<file path="src/rtl/dma_copier_pkg.sv">
package dma_copier_pkg;

  localparam int CTRL_W = 8;

  localparam logic [2:0] OFF_STATUS  = 3'd0;
  localparam logic [2:0] OFF_RDADDR  = 3'd1;
  localparam logic [2:0] OFF_WRADDR  = 3'd2;
  localparam logic [2:0] OFF_LENGTH  = 3'd3;
  localparam logic [2:0] OFF_CONTROL = 3'd6;

  localparam int CB_BYTE   = 0;
  localparam int CB_HALF   = 1;
  localparam int CB_WORD   = 2;
  localparam int CB_GO     = 3;
  localparam int CB_IRQEN  = 4;
  localparam int CB_RDEOP  = 5;
  localparam int CB_WREOP  = 6;
  localparam int CB_LENEND = 7;

  localparam int SB_DONE = 0;
  localparam int SB_BUSY = 1;
  localparam int SB_REOP = 2;
  localparam int SB_WEOP = 3;
  localparam int SB_LEN  = 4;
  localparam int STAT_W  = 5;

  typedef struct packed {
    logic startRead;
    logic capture;
    logic advance;
    logic finish;
    logic endByRead;
    logic endByWrite;
  } dmaStrobe_t;

  typedef enum logic [1:0] {
    ST_IDLE,
    ST_READ,
    ST_CAPTURE,
    ST_WRITE
  } dmaState_e;

endpackage

</file>
<file path="src/rtl/dma_copier_addr_ctr.sv">
module dma_copier_addr_ctr #(
  parameter int ADDR_W = 32
) (
  input  logic              clk,
  input  logic              rstN,
  input  logic              load,
  input  logic [ADDR_W-1:0] loadVal,
  input  logic              advance,
  input  logic [2:0]        stepBytes,
  output logic [ADDR_W-1:0] addr
);

  // software load takes priority over the engine's own advance
  always_ff @(posedge clk) begin
    if (!rstN) begin
      addr <= '0;
    end else if (load) begin
      addr <= loadVal;
    end else if (advance) begin
      addr <= addr + ADDR_W'(stepBytes);
    end
  end

endmodule

</file>
<file path="src/rtl/dma_copier_datapath.sv">
module dma_copier_datapath
  import dma_copier_pkg::*;
#(
  parameter int ADDR_W = 32,
  parameter int LEN_W  = 16,
  parameter int DATA_W = 32,
  parameter int REG_W  = 32
) (
  input  logic               clk,
  input  logic               rstN,
  input  logic [2:0]         regAddr,
  input  logic               regWrite,
  input  logic [REG_W-1:0]   regWdata,
  output logic [REG_W-1:0]   regRdata,
  input  dmaStrobe_t         strobe,
  input  logic [DATA_W-1:0]  rdData,
  input  logic               rdEop,
  output logic [ADDR_W-1:0]  rdAddr,
  output logic [ADDR_W-1:0]  wrAddr,
  output logic [DATA_W-1:0]  wrData,
  output logic [CTRL_W-1:0]  ctrlBits,
  output logic [STAT_W-1:0]  statusBits,
  output logic [LEN_W-1:0]   lenVal,
  output logic               canIssue,
  output logic               lenLastStep,
  output logic               eopHeld,
  output logic               irq
);

  localparam int NUM_CH = 2;

  logic [CTRL_W-1:0] ctrlReg;
  logic [LEN_W-1:0]  lenReg;
  logic [DATA_W-1:0] dataHold;
  logic              eopHold;
  logic              armed;
  logic              busyFlag, doneFlag, reopFlag, weopFlag, lenFlag;
  logic [2:0]        stepBytes;
  logic              wrStatus, wrLength, wrControl;
  logic [NUM_CH-1:0] chLoad;
  logic [ADDR_W-1:0] chAddr [NUM_CH];

  assign wrStatus  = regWrite && (regAddr == OFF_STATUS);
  assign wrLength  = regWrite && (regAddr == OFF_LENGTH);
  assign wrControl = regWrite && (regAddr == OFF_CONTROL);
  assign chLoad[0] = regWrite && (regAddr == OFF_RDADDR);
  assign chLoad[1] = regWrite && (regAddr == OFF_WRADDR);

  // largest selected size wins; nothing selected means single bytes
  always_comb begin
    if (ctrlReg[CB_WORD])      stepBytes = 3'd4;
    else if (ctrlReg[CB_HALF]) stepBytes = 3'd2;
    else                       stepBytes = 3'd1;
  end

  assign lenLastStep = (lenReg <= LEN_W'(stepBytes));

  for (genvar ch = 0; ch < NUM_CH; ch++) begin : g_addr
    dma_copier_addr_ctr #(.ADDR_W(ADDR_W)) u_ctr (
      .clk      (clk),
      .rstN     (rstN),
      .load     (chLoad[ch]),
      .loadVal  (regWdata[ADDR_W-1:0]),
      .advance  (strobe.advance),
      .stepBytes(stepBytes),
      .addr     (chAddr[ch])
    );
  end

  always_ff @(posedge clk) begin
    if (!rstN) begin
      ctrlReg  <= '0;
      lenReg   <= '0;
      dataHold <= '0;
      eopHold  <= 1'b0;
      armed    <= 1'b0;
      busyFlag <= 1'b0;
      doneFlag <= 1'b0;
      reopFlag <= 1'b0;
      weopFlag <= 1'b0;
      lenFlag  <= 1'b0;
    end else begin
      if (wrControl) ctrlReg <= regWdata[CTRL_W-1:0];

      if (wrControl)          armed <= regWdata[CB_GO];
      else if (strobe.finish) armed <= 1'b0;

      if (wrLength)            lenReg <= regWdata[LEN_W-1:0];
      else if (strobe.advance) lenReg <= lenLastStep ? '0 : lenReg - LEN_W'(stepBytes);

      if (strobe.capture) begin
        dataHold <= rdData;
        eopHold  <= rdEop;
      end

      if (strobe.finish)         busyFlag <= 1'b0;
      else if (strobe.startRead) busyFlag <= 1'b1;

      if (strobe.finish) doneFlag <= 1'b1;
      else if (wrStatus) doneFlag <= 1'b0;

      if (strobe.finish && strobe.endByRead) reopFlag <= 1'b1;
      else if (wrStatus)                     reopFlag <= 1'b0;

      if (strobe.finish && strobe.endByWrite) weopFlag <= 1'b1;
      else if (wrStatus)                      weopFlag <= 1'b0;

      if (strobe.advance && lenLastStep) lenFlag <= 1'b1;
      else if (wrStatus)                 lenFlag <= 1'b0;
    end
  end

  always_comb begin
    case (regAddr)
      OFF_STATUS:  regRdata = REG_W'(statusBits);
      OFF_RDADDR:  regRdata = REG_W'(chAddr[0]);
      OFF_WRADDR:  regRdata = REG_W'(chAddr[1]);
      OFF_LENGTH:  regRdata = REG_W'(lenReg);
      OFF_CONTROL: regRdata = REG_W'(ctrlReg);
      default:     regRdata = '0;
    endcase
  end

  assign statusBits = {lenFlag, weopFlag, reopFlag, busyFlag, doneFlag};
  assign rdAddr     = chAddr[0];
  assign wrAddr     = chAddr[1];
  assign wrData     = dataHold;
  assign eopHeld    = eopHold;
  assign ctrlBits   = ctrlReg;
  assign lenVal     = lenReg;
  assign canIssue   = armed && ctrlReg[CB_GO] && (lenReg != '0);
  assign irq        = ctrlReg[CB_IRQEN] && doneFlag;

endmodule

</file>
<file path="src/rtl/dma_copier_control.sv">
module dma_copier_control
  import dma_copier_pkg::*;
(
  input  logic       clk,
  input  logic       rstN,
  input  logic       canIssue,
  input  logic       rdWait,
  input  logic       wrWait,
  input  logic       wrEop,
  input  logic       eopHeld,
  input  logic       lenLastStep,
  input  logic       endOnLen,
  input  logic       endOnRdEop,
  input  logic       endOnWrEop,
  output logic       rdRead,
  output logic       wrWrite,
  output dmaStrobe_t strobe
);

  dmaState_e state, stateNext;

  always_ff @(posedge clk) begin
    if (!rstN) state <= ST_IDLE;
    else       state <= stateNext;
  end

  always_comb begin
    stateNext = state;
    strobe    = '0;
    case (state)
      ST_IDLE: begin
        if (canIssue) begin
          strobe.startRead = 1'b1;
          stateNext        = ST_READ;
        end
      end
      ST_READ: begin
        if (!rdWait) stateNext = ST_CAPTURE;
      end
      ST_CAPTURE: begin
        strobe.capture = 1'b1;
        stateNext      = ST_WRITE;
      end
      ST_WRITE: begin
        if (!wrWait) begin
          strobe.advance    = 1'b1;
          strobe.endByRead  = endOnRdEop && eopHeld;
          strobe.endByWrite = endOnWrEop && wrEop;
          strobe.finish     = strobe.endByRead || strobe.endByWrite ||
                              (endOnLen && lenLastStep);
          stateNext         = ST_IDLE;
        end
      end
      default: stateNext = ST_IDLE;
    endcase
  end

  assign rdRead  = (state == ST_READ);
  assign wrWrite = (state == ST_WRITE);

endmodule

</file>
<file path="src/rtl/dma_copier.sv">
module dma_copier
  import dma_copier_pkg::*;
#(
  parameter int ADDR_W = 32,
  parameter int LEN_W  = 16,
  parameter int DATA_W = 32,
  parameter int REG_W  = 32
) (
  input  logic              clk,
  input  logic              rstN,
  input  logic [2:0]        regAddr,
  input  logic              regWrite,
  input  logic [REG_W-1:0]  regWdata,
  output logic [REG_W-1:0]  regRdata,
  output logic              irq,
  output logic [ADDR_W-1:0] rdAddr,
  output logic              rdRead,
  input  logic              rdWait,
  input  logic [DATA_W-1:0] rdData,
  input  logic              rdEop,
  output logic [ADDR_W-1:0] wrAddr,
  output logic              wrWrite,
  input  logic              wrWait,
  output logic [DATA_W-1:0] wrData,
  input  logic              wrEop
);

  dmaStrobe_t        strobe;
  logic [CTRL_W-1:0] ctrlBits;
  logic [STAT_W-1:0] statusBits;
  logic [LEN_W-1:0]  lenVal;
  logic              canIssue, lenLastStep, eopHeld;

  dma_copier_datapath #(
    .ADDR_W(ADDR_W), .LEN_W(LEN_W), .DATA_W(DATA_W), .REG_W(REG_W)
  ) u_dp (
    .clk        (clk),
    .rstN       (rstN),
    .regAddr    (regAddr),
    .regWrite   (regWrite),
    .regWdata   (regWdata),
    .regRdata   (regRdata),
    .strobe     (strobe),
    .rdData     (rdData),
    .rdEop      (rdEop),
    .rdAddr     (rdAddr),
    .wrAddr     (wrAddr),
    .wrData     (wrData),
    .ctrlBits   (ctrlBits),
    .statusBits (statusBits),
    .lenVal     (lenVal),
    .canIssue   (canIssue),
    .lenLastStep(lenLastStep),
    .eopHeld    (eopHeld),
    .irq        (irq)
  );

  dma_copier_control u_ctl (
    .clk        (clk),
    .rstN       (rstN),
    .canIssue   (canIssue),
    .rdWait     (rdWait),
    .wrWait     (wrWait),
    .wrEop      (wrEop),
    .eopHeld    (eopHeld),
    .lenLastStep(lenLastStep),
    .endOnLen   (ctrlBits[CB_LENEND]),
    .endOnRdEop (ctrlBits[CB_RDEOP]),
    .endOnWrEop (ctrlBits[CB_WREOP]),
    .rdRead     (rdRead),
    .wrWrite    (wrWrite),
    .strobe     (strobe)
  );

endmodule

</file>
<file path="config.mk">
export PLATFORM = sky130hd
export DESIGN_NAME = dma_copier
export DESIGN_NICKNAME = d
export VERILOG_FILES = /design/src/rtl/dma_copier_pkg.sv /design/src/rtl/dma_copier_addr_ctr.sv /design/src/rtl/dma_copier_datapath.sv /design/src/rtl/dma_copier_control.sv /design/src/rtl/dma_copier.sv
export SDC_FILE = /design/constraint.sdc
export NUM_CORES = 1
export LEC_CHECK = 0
export BUFFER_PORTS_ARGS = -buffer_cell sky130_fd_sc_hd__clkbuf_2
export CORE_ASPECT_RATIO = 0.7
export CORE_MARGIN = 2
export CORE_UTILIZATION = 53
export DETAILED_ROUTE_END_ITERATION = 8
export GPL_TIMING_DRIVEN = 0
export PLACE_DENSITY = 0.81
export SKIP_LAST_GASP = 1
export SYNTH_ARGS = -nofsm -noshare
export SYNTH_HDL_FRONTEND = slang
export SYNTH_SLANG_ARGS = --single-unit
</file>
<file path="constraint.sdc">
create_clock -name clk -period 2.9 [get_ports clk]
set_input_delay 0.435 -clock clk [delete_from_list [all_inputs] [get_ports clk]]
set_output_delay 0.435 -clock clk [all_outputs]
set_load 0.1 [all_outputs]
</file>
==> results.tsv, run 1 <==
metric	value	unit
clock_path_buffers	2	
postSynthCellCount	908	
dp_hpwl	21300	um
rsz0062_at_grt	true	
slew-limit-headroom	46.9	%
ys_ff_latch	129	
yosysTopAreaCell	dfxtp_1	
die_w	144	um
setup_viol	0	
fin_ws	0.0171	ns
crit_type	flop to flop	
fillers	1164	
clock-sinks	129	
start_util	55.0	%
grt_pass1_vias	6929	
p_sw_share	34.9	%
finalHoldViolCount	0	
timing.rr.start	u_dp.ctrlBits[2]	
area_growth	28.1	%
syn-num-nets	998	
skew	0.0107	ns
gp_congestion	1.04	
startpoint	u_dp.ctrlBits[2]	
fin_crit	2.88	ns
end_kind	flop	
grt_overflow	0	
cts_tree	done	
hold_buffers	0	
dpl-instance-area	0.00868	mm2
post_synth.cell_area_avg	8.06	um2
antenna_left	0	
worstMarginPinSlew	0.794	ns
reg2reg_to	u_dp.g_addr[0].u_ctr.addr[18]	
antenna_found_initial	0	
vdd.ir_drop.worst	0.000374	V
clock_latency	0.42	ns
htree_levels	4	
p_sw	0.00174	W
die_h	102	um
post-route-cell-area	0.00938	mm2
rows	35	
grt_util_all_layers	36.7	%
combPwrFrac	19.4	%
routed_via_density	6.25	
place_ws	-0.300	ns
synth-edff-count	0	
cp-start-kind	flop	
numCtsBuffers	17	
worstPathMaxFanout	10	
synth_ff_type	dfxtp_1	
p_int	0.00325	W
synthesis.area	0.00732	mm2
first_pass_iters	6	
seq_power_share	38.9	%
outcome	finished clean	
dieArea	0.0148	mm2
synthTopCellsByArea	dfxtp_1 (35%), mux2i_1 (6.4%), nor2_1 (5.5%), nand2_1 (3.9%), nand3_1 (3.7%)	
clk_pin_slew	0.06	ns
r2r_setup_slack	0.02	ns
core_area	0.0133	mm2
min_path_type	input pin to flop	
fmax	347	MHz
final_nets	1223	
timing.final.crit_share	99.4	%
grt_pass1_wl	40500	um
wirelength	28000	um
yosysWarnings	0	
grt_max_degree	17	
drt_iter0_drc	1185	
power_density	532	mW/mm2
ys_types	65	
wire_per_inst	21.0	um
drive_gt1_share	27.9	%
hp-start	rdData[25]	
drc	0	
ys_seq_area_share	35.3	%
leakage	3.64	nW
crit_arrival	3.23	ns
io_pins	205	
r2r_cells	10	
power_frac_clock	41.7	%
maxSlewViolCount	0	
max-cap-violations	0	
portBuffers	203	
detailroute.via_count	8322	
synth_top_area_share	35.3	%
whs_path_depth	3	
critical_path_required	3.24	ns
clockRootBuffer	clkbuf_16	
num_antenna_cells	0	
synthArstFlopShare	0	%
hold_end	u_dp.wrData[25]	
-- power groups by stage --
| stage | Sequential [W] | Clock (W) | Combinational (W) |
|---|---|---|---|
| 3_3_place_gp | 0.00197 | 0 | 0.000927 |
| 3_5_place_dp | 0.00197 | 0 | 0.000931 |
| 6_report | 0.00194 | 0.00208 | 0.000970 |
| 2_1_floorplan | 0.00227 | 0 | 0.000376 |
| 5_1_grt | 0.00194 | 0.00216 | 0.00101 |
| 4_1_cts | 0.00193 | 0.00208 | 0.000940 |
-- metal layers --
metal	part of all wire (%)	global-route usage (%)	wire (um)
met5	0	0	0
met4	1.6	8.07	438
met3	16	12.9	4610
met2	40	49.1	11300
met1	42	56.0	11700
-- registers in the layout, indices dropped and copies added, names as in the netlist, 2 cells and up --
register,count
u_dp.g_addr.u_ctr.addr,64
u_dp.wrData,32
u_dp.lenVal,16
u_dp.ctrlBits,8
u_ctl.state,2
-- synth_stat cells, drive strengths merged (10+ instances only) --
cell type / n
dfxtp: 129
clkbuf: 44
nand2: 76
or3: 20
a21oi: 35
xor2: 20
buf: 18
xnor2: 23
mux2i: 47
mux2: 10
a211oi: 25
o21ai: 49
o22ai: 10
a31oi: 28
or4: 11
nor2: 107
nand4: 14
and3: 15
a22oi: 34
nand3: 55
ha: 13
inv: 20
nor3: 25
-- per-stage QoR --
| step | power [W] | instances | util, % | TNS, ns | hold WS, ns |
|---|---|---|---|---|---|
| floorplan | 0.00264 | 908 | - | 0 | 0.433 |
| global placement | 0.00289 | 1296 | 65.2 | -6.70 | 0.442 |
| detailed placement | 0.00290 | 1296 | 65.2 | -7.12 | 0.452 |
| CTS | 0.00495 | 1328 | 70.0 | -0.000578 | 0.250 |
| global route | 0.00511 | 1331 | 70.4 | -0.272 | 0.259 |
| finish | 0.00499 | 1331 | 70.4 | 0 | 0.246 |
-- cell usage in the layout (no fill, tap or decap), types with 20 or more instances in the layout --
cell type and instances:
clkbuf_2 190, dfxtp_1 126, nor2_1 82, nand2_1 75, nand3_1 53, o21ai_0 48
mux2i_1 47, clkbuf_1 39, a22oi_1 34, a21oi_1 33, a31oi_1 27, nor2_2 24
a211oi_1 24, nor3_1 23, xnor2_1 23, inv_1 20, xor2_1 20
-- critical path: stages (launching register included) --
cell,delay [ns]
dfxtp_1,0.41
nor2_4,0.19
ha_1,0.23
inv_1,0.07
fa_1,0.38
nor2b_1,0.20
o21ai_2,0.20
or4_4,0.50
buf_6,0.16
or3_1,0.30
a31oi_1,0.18
-- cells by family (layout without fill, tap and decap cells) --
kind of cell	Yosys count	count (layout)	share of synthesized area, %
muxes	57	57	7.96
and+or+nand+nor	366	366	24.9
buffers and inverters	82	320	4.36
adders and majority gates	16	16	3.04
AOI/OAI and AO/OA	215	215	19.3
xor gates and xnor gates	43	43	5.14
DFF	129	129	35.3
-- worst max path at each step --
stage,endpoint,slack [ns],cells after the start
detailed placement,regRdata[3],-0.30,7
global placement,regRdata[3],-0.27,7
global route,u_dp.g_addr[0].u_ctr.addr[18],-0.07,10
floorplan,u_dp.g_addr[1].u_ctr.addr[28],0.008,7
finish,u_dp.g_addr[0].u_ctr.addr[18],0.02,10
CTS,u_dp.g_addr[1].u_ctr.addr[31],-0.0006,9
-- timing repair --
item,CTS,global route
buffers inserted,0,3
gates resized for setup,24,24
pin swaps,1,3
endpoints found under the setup margin,56,65
-- layout make-up --
type	count	area, um2	share of cell area (%)
Multi-Input combinational cell	697	4580	48.9
Clock buffer	18	429	4.58
Tap cell	185	231	2.47
Timing Repair Buffer	206	1080	11.5
Inverter	20	75.1	0.801
Buffer	62	256	2.74
Clock inverter	14	135	1.44
Sequential cell	129	2590	27.6
(Power assumes the default switching activity.)
==> inputs of run 2 (changes only) <==
REMOVE_ABC_BUFFERS = 1   (was default)
==> run 2 against run 1 <==
Effect of this change: die area is the same; via count is 6.0% lower; critical path depth decreased by 1; combinational power down 6.4%; clock power grew 4%; clock skew about the same; clock-buffer cell count rose by 3; final area down 2.3%; first-iteration DRC count shrank 27%; largest power group unchanged; non-clock buffer count shrank 55.
==> results.tsv, run 2 (same netlist as run 1, synthesis figures left out) <==
metric	value	unit
whs_path_depth	3	
drc	0	
seq_area	0.00258	mm2
clockRootBuffer	clkbuf_16	
clock_latency	0.42	ns
timing.final.crit_share	95.9	%
antenna_left	0	
routed_via_density	6.13	
slew-limit-headroom	35.9	%
portBuffers	204	
wirelength	23200	um
path_delay_family	simple AND/OR/NAND/NOR gates	
fin_crit	2.78	ns
r2r_setup_slack	0.12	ns
gp_congestion	0.915	
grt_pass1_vias	6972	
outcome	finished clean	
power_density	546	mW/mm2
antenna_found_initial	0	
grt_pass1_wl	36200	um
cpPeakStageDelay	0.55	ns
cts_tree	done	
grt_util_all_layers	31.2	%
die_w	144	um
crit_arrival	3.11	ns
largest_reg_flops	64	
timing.rr.start	u_dp.ctrlBits[2]	
cp.buffers_inverters	1	
vdd.ir_drop.worst	0.000364	V
dieArea	0.0148	mm2
final_nets	1168	
clock-sinks	129	
critical_path_required	3.23	ns
skew	0.0112	ns
finalHoldViolCount	0	
drive_gt1_share	26.2	%
worstPathMaxFanout	10	
io_pins	205	
wire_per_inst	18.2	um
htree_levels	4	
fmax	360	MHz
maxSlewViolCount	0	
start_util	55.0	%
crit_type	flop to flop	
clock_path_buffers	2	
detailroute.via_count	7819	
die_h	102	um
num_antenna_cells	0	
core_area	0.0133	mm2
min_path_type	input pin to flop	
hp-start	rdData[6]	
cp-start-kind	flop	
r2r_cells	9	
worstMarginPinSlew	0.961	ns
slowest_stage	or4_4	
multi_input_area	0.00451	mm2
drt_iter0_drc	870	
numCtsBuffers	17	
fillers	1149	
clk_pin_slew	0.06	ns
area_growth	25.1	%
regMostFlops	u_dp.g_addr.u_ctr.addr	
rows	35	
max-cap-violations	0	
worstPathCellList	nor2_2, ha_1, inv_1, fa_1, nor2b_2, o21ai_4, or4_4, or3_1, a31oi_1	
grt_max_degree	84	
reg2reg_to	u_dp.g_addr[0].u_ctr.addr[24]	
end_kind	flop	
grt_overflow	0	
dp_hpwl	16200	um
finalSetupTns	0	ns
hold_end	u_dp.wrData[6]	
setup_viol	0	
dp.cells	1240	
final_common_cell	clkbuf_2	
hold_buffers	0	
fin_cells	1276	
final_cell_mix	clkbuf_2 (202), dfxtp_1 (129), nor2_1 (104)	
first_pass_iters	5	
leakage	3.60	nW
-- run 2: changes by cell type in the layout (fill, tap and decap cells not counted), sizes merged --
| cell | before | now |
|---|---|---|
| clkbuf | 262 | 224 |
| buf | 24 | 10 |
| clkinvlp | 2 | 5 |
| inv | 23 | 22 |
| bufinv | 1 | 2 |
| clkinv | 8 | 2 |
-- run 2: how the worst max path moves through the flow --
stage / from / end / cells past startpoint
after global routing: u_dp.ctrlBits[2] / u_dp.lenVal[14] / 9
after floorplan: u_ctl.state[0] / u_dp.g_addr[1].u_ctr.addr[31] / 6
after detailed placement: wrWait / u_dp.g_addr[1].u_ctr.addr[31] / 6
final: u_dp.ctrlBits[2] / u_dp.g_addr[0].u_ctr.addr[24] / 9
after CTS: regAddr[2] / regRdata[2] / 5
after global placement: rstN / u_dp.g_addr[1].u_ctr.addr[25] / 5
-- run 2: layer usage --
metal | wire, um | part of all wire (%) | track usage, %
met1 | 10300 | 44 | 44.3
met2 | 9960 | 43 | 48.2
met3 | 2650 | 11 | 6.75
met4 | 287 | 1.2 | 8.22
met5 | 0 | 0 | 0
-- run 2: tightest hold or removal path: cells and delay by family --
kind	cells	cell delay (ns)
buffers and inverters	1	0.07
muxes	1	0.06
and+or+nand+nor	1	0.07
-- run 2: per-stage QoR --
step / hold WS [ns] / total power (W) / worst slack, ns / cell area [um2] / util [%]
2_1_floorplan: 0.433 / 0.00260 / -0.718 / 7080 / -
3_3_place_gp: 0.445 / 0.00282 / -1.85 / 8330 / 62.6
3_5_place_dp: 0.452 / 0.00285 / -0.474 / 8450 / 63.5
4_1_cts: 0.256 / 0.00499 / 0.00170 / 9120 / 68.5
5_1_grt: 0.267 / 0.00514 / -0.0186 / 9160 / 68.8
6_report: 0.259 / 0.00500 / 0.120 / 9160 / 68.8
-- run 2: where the power goes --
part           switching [W]  total (W)  internal (W)
Clock               0.000832    0.00217       0.00134
Combinational       0.000693   0.000908      0.000215
Sequential         0.0000937    0.00192       0.00183
-- run 2: final cells by class --
| cell class | count | share of cell area, % |
|---|---|---|
| Sequential cell | 129 | 28.2 |
| Inverter | 20 | 0.847 |
| Tap cell | 185 | 2.53 |
| Clock buffer | 21 | 5.14 |
| Clock inverter | 11 | 1.41 |
| Multi-Input combinational cell | 697 | 49.3 |
| Timing Repair Buffer | 213 | 12.6 |
-- run 2: timing repair --
| item | CTS | global route |
|---|---|---|
| pin swaps | 2 | 2 |
| endpoints found under the hold margin | 0 | 0 |
| resized for setup | 10 | 10 |
| setup endpoints to repair | 45 | 51 |
| cloned | 0 | 0 |
| setup buffers | 3 | 1 |
